**src/rtl/commaAlignPkg.sv**
```systemverilog
package commaAlignPkg;
  localparam int WordW = 10;
  localparam int CntW = $clog2(WordW);
  localparam logic [CntW-1:0] LastPos = CntW'(WordW - 1);
  localparam logic [WordW-1:0] CommaPos = 10'b0011111010;
  localparam logic [WordW-1:0] CommaNeg = ~CommaPos;

  typedef struct packed {
    logic clearAll;
    logic shiftEn;
    logic emit;
    logic markComma;
  } alignCtrl_t;
endpackage

```
**src/rtl/alignDatapath.sv**
```systemverilog
module alignDatapath
  import commaAlignPkg::*;
(
  input  logic             clk,
  input  logic             rstN,
  input  logic             bitIn,
  input  alignCtrl_t       ctrl,
  output logic             commaHit,
  output logic [WordW-1:0] wordOut,
  output logic             wordValid,
  output logic             commaFlag
);
  logic [WordW-1:0] window;
  logic [WordW-1:0] nextWin;

  assign nextWin  = {window[WordW-2:0], bitIn};
  assign commaHit = (nextWin == CommaPos) || (nextWin == CommaNeg);

  always_ff @(posedge clk) begin
    if (!rstN) begin
      window    <= '0;
      wordOut   <= '0;
      wordValid <= 1'b0;
      commaFlag <= 1'b0;
    end else begin
      wordValid <= ctrl.emit;
      commaFlag <= ctrl.markComma;
      if (ctrl.clearAll) begin
        window <= '0;
      end else if (ctrl.shiftEn) begin
        window <= nextWin;
      end
      if (ctrl.emit) begin
        wordOut <= nextWin;
      end
    end
  end
endmodule

```
**src/rtl/alignControl.sv**
```systemverilog
module alignControl
  import commaAlignPkg::*;
(
  input  logic       clk,
  input  logic       rstN,
  input  logic       bitValid,
  input  logic       lockValid,
  input  logic       commaHit,
  output alignCtrl_t ctrl
);
  logic [CntW-1:0] bitPos;
  logic [CntW-1:0] fillCnt;
  logic            windowFull;
  logic            shiftEn;
  logic            hitValid;
  logic            boundary;

  assign shiftEn    = bitValid && lockValid;
  assign windowFull = (fillCnt == LastPos);
  assign hitValid   = shiftEn && commaHit && windowFull;
  assign boundary   = shiftEn && (bitPos == LastPos);

  always_comb begin
    ctrl.clearAll  = !lockValid;
    ctrl.shiftEn   = shiftEn;
    ctrl.emit      = hitValid || boundary;
    ctrl.markComma = hitValid;
  end

  always_ff @(posedge clk) begin
    if (!rstN || !lockValid) begin
      bitPos  <= '0;
      fillCnt <= '0;
    end else if (shiftEn) begin
      bitPos <= (hitValid || boundary) ? '0 : bitPos + 1'b1;
      if (!windowFull) begin
        fillCnt <= fillCnt + 1'b1;
      end
    end
  end
endmodule

```
**src/rtl/commaAligner.sv**
```systemverilog
module commaAligner
  import commaAlignPkg::*;
(
  input  logic             clk,
  input  logic             rstN,
  input  logic             bitIn,
  input  logic             bitValid,
  input  logic             lockValid,
  output logic [WordW-1:0] wordOut,
  output logic             wordValid,
  output logic             commaFlag
);
  alignCtrl_t ctrl;
  logic       commaHit;

  alignControl u_ctrl (
    .clk       (clk),
    .rstN      (rstN),
    .bitValid  (bitValid),
    .lockValid (lockValid),
    .commaHit  (commaHit),
    .ctrl      (ctrl)
  );

  alignDatapath u_dp (
    .clk       (clk),
    .rstN      (rstN),
    .bitIn     (bitIn),
    .ctrl      (ctrl),
    .commaHit  (commaHit),
    .wordOut   (wordOut),
    .wordValid (wordValid),
    .commaFlag (commaFlag)
  );
endmodule

```
**config.mk**
```make
export PLATFORM = sky130hd
export DESIGN_NAME = commaAligner
export DESIGN_NICKNAME = d
export VERILOG_FILES = /design/src/rtl/commaAlignPkg.sv /design/src/rtl/alignDatapath.sv /design/src/rtl/alignControl.sv /design/src/rtl/commaAligner.sv
export SDC_FILE = /design/constraint.sdc
export NUM_CORES = 1
export LEC_CHECK = 0
export BUFFER_PORTS_ARGS = -buffer_cell sky130_fd_sc_hd__buf_4
export CORE_ASPECT_RATIO = 1.25
export CORE_MARGIN = 3
export CORE_UTILIZATION = 49
export CTS_CLUSTER_SIZE = 8
export DETAILED_ROUTE_END_ITERATION = 10
export GPL_TIMING_DRIVEN = 1
export HOLD_SLACK_MARGIN = 0.03
export PLACE_DENSITY = 0.73
export SETUP_SLACK_MARGIN = 0.05
export SLEW_MARGIN = 10
export SYNTH_ARGS = -nofsm -noshare
export SYNTH_HDL_FRONTEND = slang
export SYNTH_HIERARCHICAL = 1
export SYNTH_SLANG_ARGS = --single-unit
```
**constraint.sdc**
```tcl
create_clock -name clk -period 2 [get_ports clk]
set_input_delay 0.4 -clock clk [delete_from_list [all_inputs] [get_ports clk]]
set_output_delay 0.4 -clock clk [all_outputs]
set_load 0.02 [all_outputs]
```
==> impl_metrics.env <==
export IMPL_outcome="finished clean"
export IMPL_netlist_instances=123
export IMPL_clock_latency_ns=0.32
export IMPL_final_cell_mix="29 x dfxtp_1, 26 x buf_4, 18 x mux2i_1, 13 x nor2_1, 10 x nor2b_1"
export IMPL_dr_total_vias=977
export IMPL_grt_usage_pct=17.3
export IMPL_min_period_over_period_pct=94.4
export IMPL_cts_tree="built"
export IMPL_synth_top_area_share_pct=46.3
export IMPL_grt_pass1_wl_um=4180
export IMPL_hold_buffers=0
export IMPL_syn_area_um2=1250
export IMPL_start_util_pct=54.4
export IMPL_synth_cell_types=32
export IMPL_rr_worst_depth=8
export IMPL_endpoint_kind="flip-flop"
export IMPL_die_area_um2=3210
export IMPL_cts_buffers=5
export IMPL_worstReg2RegEnd="u_dp/wordOut[6]"
export IMPL_final_nets=161
export IMPL_setup_viol=0
export IMPL_cp_required_ns=2.21
export IMPL_ys_ff_latch=29
export IMPL_grt_pass1_vias=947
export IMPL_relSlewSlack_pct=75.4
export IMPL_hold_class="in2reg"
export IMPL_met1_usage_pct=17.6
export IMPL_hold_viol=0
export IMPL_synthesis_nets=132
export IMPL_critPathKind="reg2reg"
export IMPL_setup_slack_ns=0.112
export IMPL_cts_num_sinks=29
export IMPL_vias_per_cell=5.31
export IMPL_syn_area_per_cell_um2=10.2
export IMPL_final_layout_size_suffix_gt1_share_pct=29.4
export IMPL_hold_depth=2
export IMPL_grt_antenna_before_repair=0
export IMPL_cp_arrival_ns=2.10
export IMPL_layout_cells_most_common="dfxtp_1"
export IMPL_pin_count=17
export IMPL_clkTransAtPathRegs_ns=0.08
export IMPL_max_freq_ghz=0.530
export IMPL_peakVddDrop_mv=0.656
export IMPL_clock_skew_ns=0.00410
export IMPL_synthToLayoutAreaGrowth_pct=25.5
export IMPL_pre_cts_slack_ns=-0.133
export IMPL_met2_usage_pct=30.6
export IMPL_drv_cap=0
export IMPL_rsz0062_at_grt="true"
export IMPL_first_pass_iters=4
export IMPL_cts_root_buffer="clkbuf_4"
export IMPL_synth_area_leaders="dfxtp_1 46%, mux2i_1 15%, nor2b_1 5.0%"
export IMPL_grt_start_max_net_pins=15
export IMPL_yosysTopAreaCell="dfxtp_1"
export IMPL_busiest_layer="met2"
export IMPL_wl_per_cell_um=13.9
export IMPL_holdWs_ns=0.402
export IMPL_hold_path_end="u_dp/wordValid"
export IMPL_gp_congestion=0.756
export IMPL_die_h_um=62.6
export IMPL_wirelength_um=2560
export IMPL_hp_start="rstN"
export IMPL_p_leak_nw=0.605
export IMPL_ys_seq_area_share_pct=46.3
export IMPL_grtUsageMet3_pct=6.44
export IMPL_drt_iter0_drc=20
export IMPL_fp_dieW_um=51.2
export IMPL_worst_pin_slew_ns=0.368
export IMPL_power_density_nw_per_um2=608
export IMPL_ys_warn_count=6
export IMPL_total_power_mw=0.957
export IMPL_clock_path_buffers=2
export IMPL_rr_startpoint="u_dp/window[1]"
export IMPL_n_antenna_cell=0
export IMPL_route_detailed_drc=0
export IMPL_critPathMaxFanout=5
export IMPL_hpwlAfterDp_um=1890
export IMPL_core_area_um2=2310
export IMPL_period_needed_ns=1.89
export IMPL_htree_levels=2
export IMPL_crit_path_start_kind="flip-flop"
export IMPL_postRouteAntennaNets=0
export IMPL_grt_ovfl_total=0
export IMPL_port_buffers=16
export IMPL_finalMaxSlewViolations=0
export IMPL_num_rows=19
export IMPL_regToRegSetupSlack_ns=0.11
==> kinds of logic after synthesis <==
| group | count (synthesis) | synth area share [%] |
|---|---|---|
| compound gates | 11 | 6.79 |
| mux | 19 | 15.2 |
| fa+ha+maj | 4 | 3.99 |
| flops | 29 | 46.3 |
| simple gates | 46 | 21.6 |
| buf+inv | 11 | 4.09 |
| xor+xnor | 3 | 2.10 |
==> cells in the mapped netlist <==
cell type and instances:
a211oi_2 1, a21oi_1 4, a311o_2 1, a41o_1 1, and2_1 2, and3_2 1, and3b_4 1, and4b_1 1
and4bb_1 1, buf_2 2, buf_4 2, clkbuf_1 2, dfxtp_1 29, ha_1 4, inv_1 4, inv_2 1
mux2i_1 19, nand2_1 4, nand2b_1 1, nand3_1 4, nand4_1 1, nand4b_1 1, nor2_1 13, nor2b_1 10
nor4b_1 1, nor4bb_1 1, o21ai_0 3, o41ai_2 1, or3_1 1, or3_2 3, xnor2_1 2, xor2_1 1
==> worst max-delay path by stage <==
stage	start	slack, ns	endpoint	depth (start not counted)
after floorplan	bitIn	0.06	u_dp/wordOut[0]	8
after global placement	bitIn	-0.05	u_dp/wordOut[0]	9
after detailed placement	bitIn	-0.13	u_dp/wordOut[0]	9
after CTS	u_dp/window[0]	0.09	u_dp/wordOut[0]	9
after global routing	u_dp/window[1]	-0.0008	u_dp/wordOut[6]	8
final	u_dp/window[1]	0.11	u_dp/wordOut[6]	8
==> timing repair <==
action	CTS	global route
pin swaps	1	3
gates resized for setup	0	5
endpoints found under the setup margin	2	10
buffers inserted	0	1
gates cloned	0	1
==> where the power goes <==
part	total [mW]	internal (mW)	leakage (nW)	switching, mW
Sequential	0.582	0.579	0.234	0.00291
Clock	0.321	0.140	0.0265	0.181
Combinational	0.0534	0.0247	0.345	0.0287
==> metal layers <==
metal / routed length (µm) / vias up / share of wire [%]
met4: 44 / 0 / 1.7
met2: 1370 / 30 / 53
met3: 139 / 8 / 5.4
met5: 0 / - / 0
met1: 1010 / 452 / 39
li1: - / 487 / -
==> state kept, by name, indices dropped and copies added, names as in the netlist <==
name and count:
u_dp/wordOut 10, u_dp/wordValid 1, u_dp/window 9, u_ctrl/bitPos 4, u_ctrl/fillCnt 4, u_dp/commaFlag 1
==> stage by stage <==
step	instance area, µm²	setup TNS [ns]	utilization [%]	instances
5_1_grt	1570	-0.000778	68.3	184
2_1_floorplan	1250	0	-	123
3_3_place_gp	1470	-0.405	63.6	174
4_1_cts	1520	0	65.8	182
3_5_place_dp	1470	-1.12	63.6	174
6_report	1570	0	68.3	184
==> critical path, cell delays in order (launching register included) <==
cell      delay (ns)
dfxtp_1         0.32
and4bb_1        0.24
nand3_1         0.09
o41ai_2         0.37
and3_4          0.25
a41o_4          0.13
buf_12          0.12
mux2i_2         0.20
nor2b_1         0.06
==> layout make-up <==
cell class,count,area (µm²)
repair buffers,28,240
inverters,5,18.8
multi-input cells,83,647
clock buffers,8,48.8
well taps,31,38.8
fillers,187,732
flip-flops and latches,29,581
(Power assumes the default switching activity.)
